`config.mk`:
```
export PLATFORM = sky130hd
export DESIGN_NAME = hpt_key_gen
export DESIGN_NICKNAME = d
export VERILOG_FILES = /design/src/rtl/hpt_pkg.sv /design/src/rtl/hpt_vpn_form.sv /design/src/rtl/hpt_hash_calc.sv /design/src/rtl/hpt_match_enc.sv /design/src/rtl/hpt_key_gen.sv
export SDC_FILE = /design/constraint.sdc
export NUM_CORES = 1
export LEC_CHECK = 0
export ABC_CLOCK_PERIOD_IN_PS = 2900
export BUFFER_PORTS_ARGS = -buffer_cell sky130_fd_sc_hd__buf_4
export CAP_MARGIN = 20
export CORE_UTILIZATION = 45
export CTS_BUF_LIST = sky130_fd_sc_hd__clkbuf_8
export DETAILED_ROUTE_END_ITERATION = 12
export GPL_TIMING_DRIVEN = 0
export PLACE_DENSITY = 0.75
export SYNTH_ARGS = -nofsm -noshare
export SYNTH_HDL_FRONTEND = slang
export SYNTH_HIERARCHICAL = 1
export SYNTH_SLANG_ARGS = --single-unit
export TNS_END_PERCENT = 1
```
`constraint.sdc`:
```
create_clock -name clk -period 2.9 [get_ports clk]
set_input_delay 0.29 -clock clk [delete_from_list [all_inputs] [get_ports clk]]
set_output_delay 0.29 -clock clk [all_outputs]
set_load 0.01 [all_outputs]
```
`src/rtl/hpt_pkg.sv`:
```
package hpt_pkg;
  localparam int PG_BASE_SHIFT  = 12;
  localparam int SEG_SHIFT_SMALL = 28;
  localparam int SEG_SHIFT_BIG   = 40;
  localparam int CMP_DROP_BITS   = 23;
  localparam int CMP_LOW_BITS    = 7;

  typedef enum logic [1:0] {
    SEG_256M = 2'd0,
    SEG_1T   = 2'd1,
    SEG_RSV2 = 2'd2,
    SEG_RSV3 = 2'd3
  } seg_code_e;
endpackage

```
`src/rtl/hpt_vpn_form.sv`:
```
module hpt_vpn_form #(
  parameter int VPN_W  = 64,
  parameter int VSID_W = 36
) (
  input  logic [VPN_W-1:0]  ea,
  input  logic [VSID_W-1:0] vsid,
  input  logic              is_big,
  output logic [VPN_W-1:0]  vpn
);
  import hpt_pkg::*;
  localparam int SB_SMALL = SEG_SHIFT_SMALL - PG_BASE_SHIFT;
  localparam int SB_BIG   = SEG_SHIFT_BIG - PG_BASE_SHIFT;

  logic [5:0]       sbits;
  logic [VPN_W-1:0] low_mask;
  logic [VPN_W-1:0] vsid_ext;

  always_comb begin
    sbits    = is_big ? 6'(SB_BIG) : 6'(SB_SMALL);
    low_mask = (VPN_W'(1) << sbits) - VPN_W'(1);
    vsid_ext = VPN_W'(vsid);
    vpn      = (vsid_ext << sbits) | ((ea >> PG_BASE_SHIFT) & low_mask);
  end
endmodule

```
`src/rtl/hpt_hash_calc.sv`:
```
module hpt_hash_calc #(
  parameter int VPN_W  = 64,
  parameter int HASH_W = 39
) (
  input  logic [VPN_W-1:0]  vpn,
  input  logic              is_big,
  input  logic [5:0]        rel_shift,
  output logic [HASH_W-1:0] hash
);
  import hpt_pkg::*;
  localparam int SB_SMALL = SEG_SHIFT_SMALL - PG_BASE_SHIFT;
  localparam int SB_BIG   = SEG_SHIFT_BIG - PG_BASE_SHIFT;
  localparam int FOLD     = 25;

  logic [VPN_W-1:0] seg_part;
  logic [VPN_W-1:0] page_part;
  logic [VPN_W-1:0] full;

  always_comb begin
    if (is_big) begin
      seg_part  = vpn >> SB_BIG;
      page_part = (vpn & ((VPN_W'(1) << SB_BIG) - VPN_W'(1))) >> rel_shift;
      full      = seg_part ^ (seg_part << FOLD) ^ page_part;
    end else begin
      seg_part  = vpn >> SB_SMALL;
      page_part = (vpn & ((VPN_W'(1) << SB_SMALL) - VPN_W'(1))) >> rel_shift;
      full      = seg_part ^ page_part;
    end
    hash = full[HASH_W-1:0];
  end
endmodule

```
`src/rtl/hpt_match_enc.sv`:
```
module hpt_match_enc #(
  parameter int VPN_W = 64
) (
  input  logic [VPN_W-1:0] vpn,
  input  logic [1:0]       seg,
  input  logic [5:0]       pshift,
  output logic [VPN_W-1:0] match
);
  import hpt_pkg::*;
  localparam int AVA_SHIFT = CMP_DROP_BITS - PG_BASE_SHIFT;
  localparam int SEG_POS   = VPN_W - 2;
  localparam int LARGE_POS = 2;

  logic [VPN_W-1:0] clr_mask;
  logic [VPN_W-1:0] ava;

  for (genvar i = 0; i < VPN_W; i++) begin : g_clr
    assign clr_mask[i] = int'(pshift) > (CMP_DROP_BITS + i);
  end

  always_comb begin
    ava   = (vpn >> AVA_SHIFT) & ~clr_mask;
    match = ava << CMP_LOW_BITS;
    match[SEG_POS +: 2] = seg;
    match[LARGE_POS]    = (int'(pshift) != PG_BASE_SHIFT);
  end
endmodule

```
`src/rtl/hpt_key_gen.sv`:
```
module hpt_key_gen #(
  parameter int EA_W   = 64,
  parameter int VSID_W = 36,
  parameter int HASH_W = 39
) (
  input  logic              clk,
  input  logic              rst,
  input  logic              req_valid,
  input  logic [EA_W-1:0]   req_ea,
  input  logic [VSID_W-1:0] req_vsid,
  input  logic [1:0]        req_seg,
  input  logic [5:0]        req_pshift,
  input  logic [HASH_W-1:0] tbl_mask,
  output logic              out_valid,
  output logic [EA_W-1:0]   out_vpn,
  output logic [HASH_W-1:0] out_hash,
  output logic [HASH_W-1:0] out_pgrp,
  output logic [HASH_W-1:0] out_sgrp,
  output logic [EA_W-1:0]   out_match,
  output logic              out_seg_err,
  output logic              out_psz_err
);
  import hpt_pkg::*;
  localparam int VPN_W = EA_W;

  logic              is_big;
  logic              seg_bad;
  logic              psz_bad;
  logic              any_bad;
  logic [5:0]        rel_shift;
  logic [VPN_W-1:0]  vpn_c;
  logic [HASH_W-1:0] hash_c;
  logic [VPN_W-1:0]  match_c;

  always_comb begin
    is_big    = (seg_code_e'(req_seg) == SEG_1T);
    seg_bad   = req_seg[1];
    psz_bad   = !seg_bad &&
                ((int'(req_pshift) < PG_BASE_SHIFT) ||
                 (int'(req_pshift) > (is_big ? SEG_SHIFT_BIG : SEG_SHIFT_SMALL)));
    any_bad   = seg_bad || psz_bad;
    rel_shift = req_pshift - 6'(PG_BASE_SHIFT);
  end

  hpt_vpn_form #(.VPN_W(VPN_W), .VSID_W(VSID_W)) u_vpn (
    .ea(req_ea), .vsid(req_vsid), .is_big(is_big), .vpn(vpn_c)
  );

  hpt_hash_calc #(.VPN_W(VPN_W), .HASH_W(HASH_W)) u_hash (
    .vpn(vpn_c), .is_big(is_big), .rel_shift(rel_shift), .hash(hash_c)
  );

  hpt_match_enc #(.VPN_W(VPN_W)) u_match (
    .vpn(vpn_c), .seg(req_seg), .pshift(req_pshift), .match(match_c)
  );

  always_ff @(posedge clk) begin
    if (rst) begin
      out_valid   <= 1'b0;
      out_vpn     <= '0;
      out_hash    <= '0;
      out_pgrp    <= '0;
      out_sgrp    <= '0;
      out_match   <= '0;
      out_seg_err <= 1'b0;
      out_psz_err <= 1'b0;
    end else begin
      out_valid <= req_valid;
      if (req_valid) begin
        out_seg_err <= seg_bad;
        out_psz_err <= psz_bad;
        if (any_bad) begin
          out_vpn   <= '0;
          out_hash  <= '0;
          out_pgrp  <= '0;
          out_sgrp  <= '0;
          out_match <= '0;
        end else begin
          out_vpn   <= vpn_c;
          out_hash  <= hash_c;
          out_pgrp  <= hash_c & tbl_mask;
          out_sgrp  <= ~hash_c & tbl_mask;
          out_match <= match_c;
        end
      end
    end
  end
endmodule

```
# After elaboration in Yosys (flattened, before gate mapping)
# Index checks and enable logic that the tools add are counted.
# W data, S select, Z words.
totals:
  reg_bits: 248
  inputBits: 150
  out_inout_bits: 248
  wordCells: 80
op_classes:
  addsub: 2
  n_lt_le_gt_ge: 42
  n_eq_ne: 2
  shifts: 4
  muxes: 8
  bitwise: 10
  n_reduce_logical: 4
op_table:
  columns: ["cell", "count"]
  rows:
  - ["$gt A6 B6 Y1 const B", 31]
  - ["$mux W39", 4]
  - ["$mux W64", 2]
  - ["$and A39 B39 Y39", 2]
  - ["$xor A39 B39 Y39", 2]
  - ["$and A52 B64 Y64", 1]
  - ["$or A64 B64 Y64", 1]
  - ["$shl A1 B6 Y64 const A", 1]
  - ["$shl A36 B6 Y64", 1]
  - ["$sub A64 B2 Y64 const B", 1]
  - ["$and A53 B55 Y55", 1]
  - ["$not A40 Y55", 1]
  - ["$gt A6 B5 Y1 const B", 9]
  - ["$not A39 Y39", 1]
  - ["$shr A16 B6 Y39", 1]
  - ["$shr A28 B6 Y39", 1]
  - ["$xor A36 B39 Y39", 1]
  - ["$gt A6 B6 Y1", 1]
  - ["$lt A6 B4 Y1 const B", 1]
  - ["$mux W6", 1]
  - ["$ne A6 B5 Y1 const B", 1]
  - ["$sub A6 B4 Y6 const B", 1]
  - ["$mux W4", 1]
  - ["$eq A2 B1 Y1 const B", 1]
  - ["3 further kinds", 4]

# Logic depth before layout (Yosys ltp)
# Gate-level depths: netlist (run 1).
depth:
  ltp_word: 12
  depth_mapped: 12
  depth_no_buf: 11

# Hierarchy
# The synthesis (run 1) kept the hierarchy.
by_module_without_submodules:
  columns: ["module", "instances", "cells_per_inst", "area_per_inst_um2", "seq_area_each_um2"]
  rows:
  - ["hpt_key_gen", 1, 612, 7842.5, 4964.8]
  - ["hpt_hash_calc", 1, 318, 2610.0, 0.0]
  - ["hpt_match_enc", 1, 105, 753.2, 0.0]
  - ["hpt_vpn_form", 1, 69, 673.1, 0.0]

# Least setup slack after synthesis (run 1)
# Ideal clock, no wire load.
synth_timing:
  kind: "input port to flip-flop"
  from: "input req_seg[1]"
  to: "register out_sgrp[4]"
  setup_ns: 0.117
  arrival_time_ns: 2.857
  t_required_ns: 2.783
  path_slack_ns: -0.075
  stages: 12
  n_path_buf: 1
  cell_sequence: "nand2b_1 -> inv_1 -> buf_4 -> mux2_2 -> mux4_1 -> mux2_2 -> a22oi_2 -> nand3_1 -> o21a_1 -> o21ai_1 -> inv_1 -> a32o_1"
synth_via:
  elab_chain_len: 12
  word_cells_on_any_way: 22
  cone_classes: "1 x add/sub; 1 x order compare; 1 x eq/ne; 4 x shift; 4 x mux; 7 x bitwise; 4 x reduce/logical"
synth_rtl:
  columns: ["item", "line_no", "source"]
  rows:
  - ["start, declared", "hpt_key_gen.sv:11", "input logic [1:0] req_seg,"]
  - ["$eq A2 B1 Y1 (*)", "hpt_key_gen.sv:36", "is_big = (seg_code_e'(req_seg) == SEG_1T);"]
  - ["via is_big", "hpt_key_gen.sv:26", "logic is_big;"]
  - ["$mux W4 (*)", "hpt_vpn_form.sv:19", "sbits = is_big ? 6'(SB_BIG) : 6'(SB_SMALL);"]
  - ["$shl A1 B6 Y64", "hpt_vpn_form.sv:20", "low_mask = (VPN_W'(1) << sbits) - VPN_W'(1);"]
  - ["$sub A64 B2 Y64", "hpt_vpn_form.sv:20", null]
  - ["$and A52 B64 Y64", "hpt_vpn_form.sv:22", "vpn = (vsid_ext << sbits) | ((ea >> PG_BASE_SHIFT) & low_mask);"]
  - ["$or A64 B64 Y64 (*)", "hpt_vpn_form.sv:22", null]
  - ["via vpn_c[25]", "hpt_key_gen.sv:31", "logic [VPN_W-1:0] vpn_c;"]
  - ["$shr A28 B6 Y39 (*)", "hpt_hash_calc.sv:22", "page_part = (vpn & ((VPN_W'(1) << SB_BIG) - VPN_W'(1))) >> rel_shift;"]
  - ["$xor A39 B39 Y39 (*)", "hpt_hash_calc.sv:23", "full = seg_part ^ (seg_part << FOLD) ^ page_part;"]
  - ["$mux W39 (*)", "hpt_hash_calc.sv:20", "if (is_big) begin"]
  - ["via hash_c[4]", "hpt_key_gen.sv:32", "logic [HASH_W-1:0] hash_c;"]
  - ["$not A39 Y39 (*)", "hpt_key_gen.sv:82", "out_sgrp <= ~hash_c & tbl_mask;"]
  - ["$and A39 B39 Y39 (*)", "hpt_key_gen.sv:82", null]
  - ["$mux W39 (*)", "hpt_key_gen.sv:72", "if (any_bad) begin"]
  - ["end signal, assigned", "hpt_key_gen.sv:82", null]
  - ["end, declared", "hpt_key_gen.sv:18", "output logic [HASH_W-1:0] out_sgrp,"]
# Mark *: on every way through the listed nets, which the timed path passes. The rest lies on a longest branch.
# A chain may end at the register's enable or synchronous reset.

# Worst setup path in the final report (run 1)
layout_timing:
  from: "input req_seg[1]"
  to: "register out_sgrp[2]"
# Same word-level chain as after synthesis.

==> impl_metrics.json, run 1 <==
{
  "rsz0062_at_grt": "yes",
  "path_class": "input pin to flip-flop",
  "required_ns": 3.35,
  "power.share.clock_pct": 40.0,
  "drc": 0,
  "final_hold_viol_count": 0,
  "clock-sinks": 248,
  "clk_pin_slew_ns": 0.06,
  "dr.first_iter.drc_count": 1168,
  "arrival_ns": 3.38,
  "tightest_slew_ns": 0.9622,
  "gr-total-overflow": 0,
  "drv_cap": 0,
  "violations": "setup timing",
  "dr.pass1.iters": 5,
  "first_global_vias": 10710,
  "skew_ns": 0,
  "avgRoutedWirePerCell_um": 24.84,
  "slew_headroom_pct": 34.95,
  "fin_ws_ns": -0.03075,
  "synth-edff-count": 0,
  "grt_pass1_wl_um": 67740,
  "powerDensity_nw_per_um2": 523.5,
  "final_common_cell": "buf_4",
  "seqCellArea_sq_um": 4965,
  "synthFlopType": "dfxtp_1",
  "cts-root-buf": "clkbuf_8",
  "crit_chain": "buf_4, nand2b_1, inv_2, buf_6, mux2_2, mux4_2, mux2i_2, mux2_2, o221ai_1, xnor2_1, mux2i_2, buf_4, inv_1, a32o_1",
  "synth_cell_types": 71,
  "leakage_nw": 7.439,
  "post_synth.cell_area_avg_sq_um": 10.76,
  "ys_async_sr_fraction_pct": 0,
  "reg2reg_slack_ns": 1.76,
  "clockBufferDepth": 3,
  "insertedDiodeCount": 0,
  "path_delay_family": "multiplexers",
  "setup-tns-final_ns": -0.03730,
  "num-nets-final": 1710,
  "path_max_fanout": 10,
  "avgViaCountPerCell": 5.989,
  "dp_hpwl_um": 35370,
  "power.internal_mw": 6.095,
  "max_stage_delay_ns": 0.52,
  "synth_area_sq_um": 11880,
  "insertion_delay_ns": 0.58,
  "ant_nets": 0,
  "vias": 11550,
  "comb_power_share_pct": 19.4,
  "period_minus_slack_ns": 2.931,
  "fmax_mhz": 341.2,
  "finalNonFillerCells": 1928,
  "drt_wl_total_um": 47880,
  "holdWs_ns": 0.02730,
  "cts_buffers": 43,
  "synth_cells": 1104,
  "fill_cells": 2139,
  "power.switching_mw": 2.571,
  "ys_warn_count": 6,
  "grt_use_total_pct": 33.97,
  "setup_viol": 2,
  "place_congestion": 0.9457,
  "h-tree-depth": 2,
  "die_y_um": 164.5,
  "grt_max_degree": 14,
  "synthToLayoutAreaGrowth_pct": 39.37,
  "chipWidth_um": 164.5,
  "period_share_pct": 101.1,
  "final_util_pct": 63.71,
  "drive_above_1_share_pct": 38.61,
  "rows": 59,
  "tritoncts": "built",
  "swShare_pct": 29.67,
  "timing.final.max_slew_violations": 0,
  "antenna_found_initial": 0,
  "die-area_sq_um": 27050,
  "min_path_type": "input pin to flip-flop",
  "core_area_sq_um": 25980,
  "ios": 398,
  "worst_setup_path_start_kind": "input pin",
  "multi_input_area_sq_um": 5982,
  "critPathCaptureType": "flip-flop",
  "initial_core_util_pct": 45.71,
  "ys_seq_area_share_pct": 41.79,
  "status": "finished, violations left",
  "dp.cells": 1792,
  "pwr-share-seq_pct": 40.6,
  "irDropWorstVdd_uv": 467.0,
  "ys_ff_latch": 248,
  "mostFrequentLayoutCells": "buf_4 (392), dfxtp_1 (248), a22o_1 (170)",
  "critPathBufInv": 5,
  "crit_slowest_cell": "mux4_2",
  "io_buffers": 345
}
==> metal layers <==
| metal | track usage (%) | part of all wire, % |
|---|---|---|
| met5 | 0 | 0 |
| met2 | 55.18 | 46 |
| met3 | 5.374 | 8.6 |
| met4 | 12.47 | 3.7 |
| met1 | 45.48 | 42 |
==> registers in the layout, summed over array words and instances (netlist names) <==
signal       flops
out_vpn         64
out_hash        39
out_sgrp        39
out_match       64
out_pgrp        39
out_psz_err      1
out_seg_err      1
out_valid        1
==> cell usage after synthesis (14+ instances only) <==
cell / number / area, sq um
nor2_1: 45 / 168.9
a32o_1: 78 / 780.8
buf_4: 43 / 322.8
o21a_1: 17 / 127.6
dfxtp_1: 248 / 4965
inv_1: 45 / 168.9
xnor2_1: 39 / 341.6
mux2_2: 40 / 450.4
nand2_1: 29 / 108.9
buf_2: 24 / 120.1
buf_6: 17 / 191.4
clkbuf_1: 39 / 146.4
xor2_1: 14 / 122.6
mux2i_1: 33 / 330.3
a21oi_1: 33 / 165.2
and2_1: 17 / 106.4
a22o_1: 170 / 1489
==> power groups by stage <==
stage | sequential, mW | clock (mW) | combinational (mW)
after floorplan | 3.61 | 0 | 0.872
after global placement | 3.59 | 0 | 1.52
after detailed placement | 3.59 | 0 | 1.52
after CTS | 3.51 | 3.48 | 1.61
after global routing | 3.52 | 3.64 | 1.76
final | 3.51 | 3.47 | 1.68
==> final timing paths <==
| check | start | end | depth (start not counted) |
|---|---|---|---|
| min | req_ea[27] | out_vpn[15] | 2 |
| max | req_seg[1] | out_sgrp[2] | 14 |
| max reg2reg | out_seg_err | out_seg_err | 3 |
| min reg2reg | out_psz_err | out_psz_err | 2 |
==> area by class of cell <==
type / instances / share of cell area, %
multi-input cells: 682 / 36.13
flip-flops and latches: 248 / 29.99
repair buffers: 402 / 19.01
plain buffers: 134 / 5.472
clock buffers: 58 / 4.822
well taps: 335 / 2.532
inverters: 47 / 1.066
clock inverters: 22 / 0.9749
==> worst reg2reg max path: stages, from the launching register on <==
cell,delay (ns)
dfxtp_1,0.31
mux2i_1,0.12
nor2_1,0.05
dlygate4sd3_1,0.55
==> stage by stage <==
step           setup slack (ns)  area (sq um)  power (mW)
2_1_floorplan           0.02378         11900       4.483
3_3_place_gp            -0.8997         14910       5.102
3_5_place_dp            -0.8626         14920       5.112
4_1_cts                -0.05421         16460       8.606
5_1_grt                -0.07013         16560       8.918
6_report               -0.03075         16560       8.666
==> what timing repair did <==
item / CTS / global route
buffers inserted: 1 / 3
hold buffers: 52 / 0
endpoints found under the setup margin: 26 / 51
gates resized for setup: 13 / 23
pin swaps: 1 / 4
hold endpoints to repair: 91 / 0
==> logic make-up after synthesis <==
kind of cell	count (synthesis)	synth area share, %
compound gates	370	26.33
xor+xnor	53	3.908
fa+ha+maj	2	0.2106
buf+inv	181	9.069
flops	248	41.79
mux	106	12.64
other cells	1	0.03157
simple gates	143	6.014
Power figures use the tool's default switching activity.
==> run 2, diff against run 1 <==
Settings changed: SETUP_SLACK_MARGIN set to 0.3.
==> run 2 against run 1 <==
Compared with the run above:
- the run now ends clean
- register-to-register slack got worse by 0.04 ns
- clock power barely moved
- critical path depth unchanged
- clock skew stayed put
- largest power group unchanged
- hold slack got worse by 0.0068 ns
- global-route usage grew 0.11 points
- flip-flop and latch count unchanged
- die area is the same
- largest cell class unchanged
==> impl_metrics.json, run 2 (same netlist as run 1, synthesis figures left out) <==
{
  "period_minus_slack_ns": 2.680,
  "avgRoutedWirePerCell_um": 24.83,
  "clockBufferDepth": 3,
  "power.total_mw": 8.728,
  "die_y_um": 164.5,
  "dr.pass1.iters": 7,
  "gr-total-overflow": 0,
  "fill_cells": 2098,
  "drv_cap": 0,
  "swShare_pct": 28.80,
  "status": "completed",
  "critPathCaptureType": "flip-flop",
  "insertedDiodeCount": 0,
  "final_common_cell": "buf_4",
  "drc": 0,
  "required_ns": 3.34,
  "comb_power_share_pct": 19.8,
  "core_area_sq_um": 25980,
  "dp_hpwl_um": 35650,
  "antenna_found_initial": 0,
  "skew_ns": 0,
  "arrival_ns": 3.12,
  "timing.final.max_slew_violations": 0,
  "slew_headroom_pct": 42.17,
  "tightest_slew_ns": 0.8675,
  "initial_core_util_pct": 45.71,
  "chipWidth_um": 164.5,
  "min_path_type": "input pin to flip-flop",
  "io_buffers": 345,
  "drt_wl_total_um": 47940,
  "rows": 59,
  "cts_buffers": 42,
  "fmax_mhz": 373.2,
  "holdWs_ns": 0.02048,
  "h-tree-depth": 2,
  "ant_nets": 0,
  "cts-root-buf": "clkbuf_8",
  "dr.first_iter.drc_count": 1104,
  "die-area_sq_um": 27050,
  "final_hold_viol_count": 0,
  "ios": 398,
  "path_class": "input pin to flip-flop",
  "rsz0062_at_grt": "yes",
  "clock-sinks": 248,
  "mostFrequentLayoutCells": "buf_4 (399), dfxtp_1 (248), a22o_1 (170)",
  "setup_viol": 0,
  "power.internal_mw": 6.214,
  "drive_above_1_share_pct": 39.47,
  "grt_max_degree": 13,
  "first_global_vias": 10930,
  "power.switching_mw": 2.514,
  "grt_pass1_wl_um": 68130,
  "avgViaCountPerCell": 5.961,
  "powerDensity_nw_per_um2": 522.9,
  "largestRegisters": "out_match: 64 flops, out_vpn: 64 flops",
  "clk_pin_slew_ns": 0.06,
  "power.share.clock_pct": 39.9,
  "vias": 11510,
  "leakage_nw": 7.493,
  "worst_setup_path_start_kind": "input pin",
  "place_congestion": 0.9474,
  "insertion_delay_ns": 0.55,
  "grt_use_total_pct": 34.08,
  "tritoncts": "built",
  "synthToLayoutAreaGrowth_pct": 40.53,
  "num-nets-final": 1718,
  "period_share_pct": 92.40,
  "pwr-share-seq_pct": 40.3,
  "irDropWorstVdd_uv": 410.8,
  "path_max_fanout": 8
}
run 2: cell types whose count changed in the layout (fill, tap and decap cells not counted), sizes merged:
cell	previous run	this run
clkinv	12	9
buf	439	449
clkbuf	103	97
dlygate4sd3	52	51
bufinv	1	4
run 2: critical path, stage by stage:
cell and delay (ns):
buf_8 0.10, nand2b_4 0.17, inv_8 0.08, buf_12 0.13
mux2_4 0.37, buf_6 0.14, mux4_2 0.51, mux2_4 0.32
a22oi_2 0.23, nand3_1 0.10, o21a_1 0.15, o21ai_4 0.23
inv_2 0.05, a32o_1 0.23
run 2: layer usage:
metal  share of wire [%]  routed length [um]  track usage, %
met2                  47               22360           56.39
met5                   0                   0               0
met4                 4.2                2031           14.05
met3                 8.6                4100           5.625
met1                  41               19450           44.01
run 2: power by group through the flow:
stage / Sequential, mW / Combinational (mW) / Clock [mW]
finish: 3.51 / 1.73 / 3.49
global placement: 3.59 / 1.53 / 0
detailed placement: 3.59 / 1.54 / 0
global route: 3.52 / 1.80 / 3.68
CTS: 3.51 / 1.67 / 3.51
floorplan: 3.61 / 0.890 / 0
run 2: cell type report:
type                    count  area (sq um)  area share (%)
repair buffers            411          3222           19.30
inverters                  47         183.9           1.102
plain buffers             134         920.9           5.516
clock inverters            22         222.7           1.334
well taps                 335         419.2           2.511
flip-flops and latches    248          4965           29.74
multi-input cells         682          6045           36.21
clock buffers              52         715.7           4.287
run 2: final timing paths:
kind | from | cells after the start | slack (ns) | end
setup reg to reg | out_seg_err | 3 | 1.72 | out_seg_err
hold reg to reg | out_psz_err | 2 | 0.46 | out_psz_err
hold / removal | req_ea[16] | 2 | 0.02 | out_vpn[4]
setup / recovery | req_seg[1] | 14 | 0.22 | out_sgrp[4]
run 2: through the flow:
stage / TNS, ns / util, % / cell area, sq um / instances / setup slack [ns]
2_1_floorplan: 0 / - / 11980 / 1111 / 0.2239
3_3_place_gp: -29.30 / 57.68 / 14990 / 1791 / -0.7960
3_5_place_dp: -27.22 / 57.69 / 14990 / 1792 / -0.7837
4_1_cts: 0 / 63.97 / 16620 / 1926 / 0.2385
5_1_grt: 0 / 64.24 / 16690 / 1931 / 0.1576
6_report: 0 / 64.24 / 16690 / 1931 / 0.2203
run 2: timing repair:
| item | 4_1_cts | 5_1_grt |
|---|---|---|
| endpoints found under the hold margin | 85 | 0 |
| hold buffers | 51 | 0 |
| gates resized for setup | 34 | 11 |
| buffers inserted | 9 | 5 |
| pin swaps | 5 | 4 |
| setup endpoints to repair | 51 | 55 |
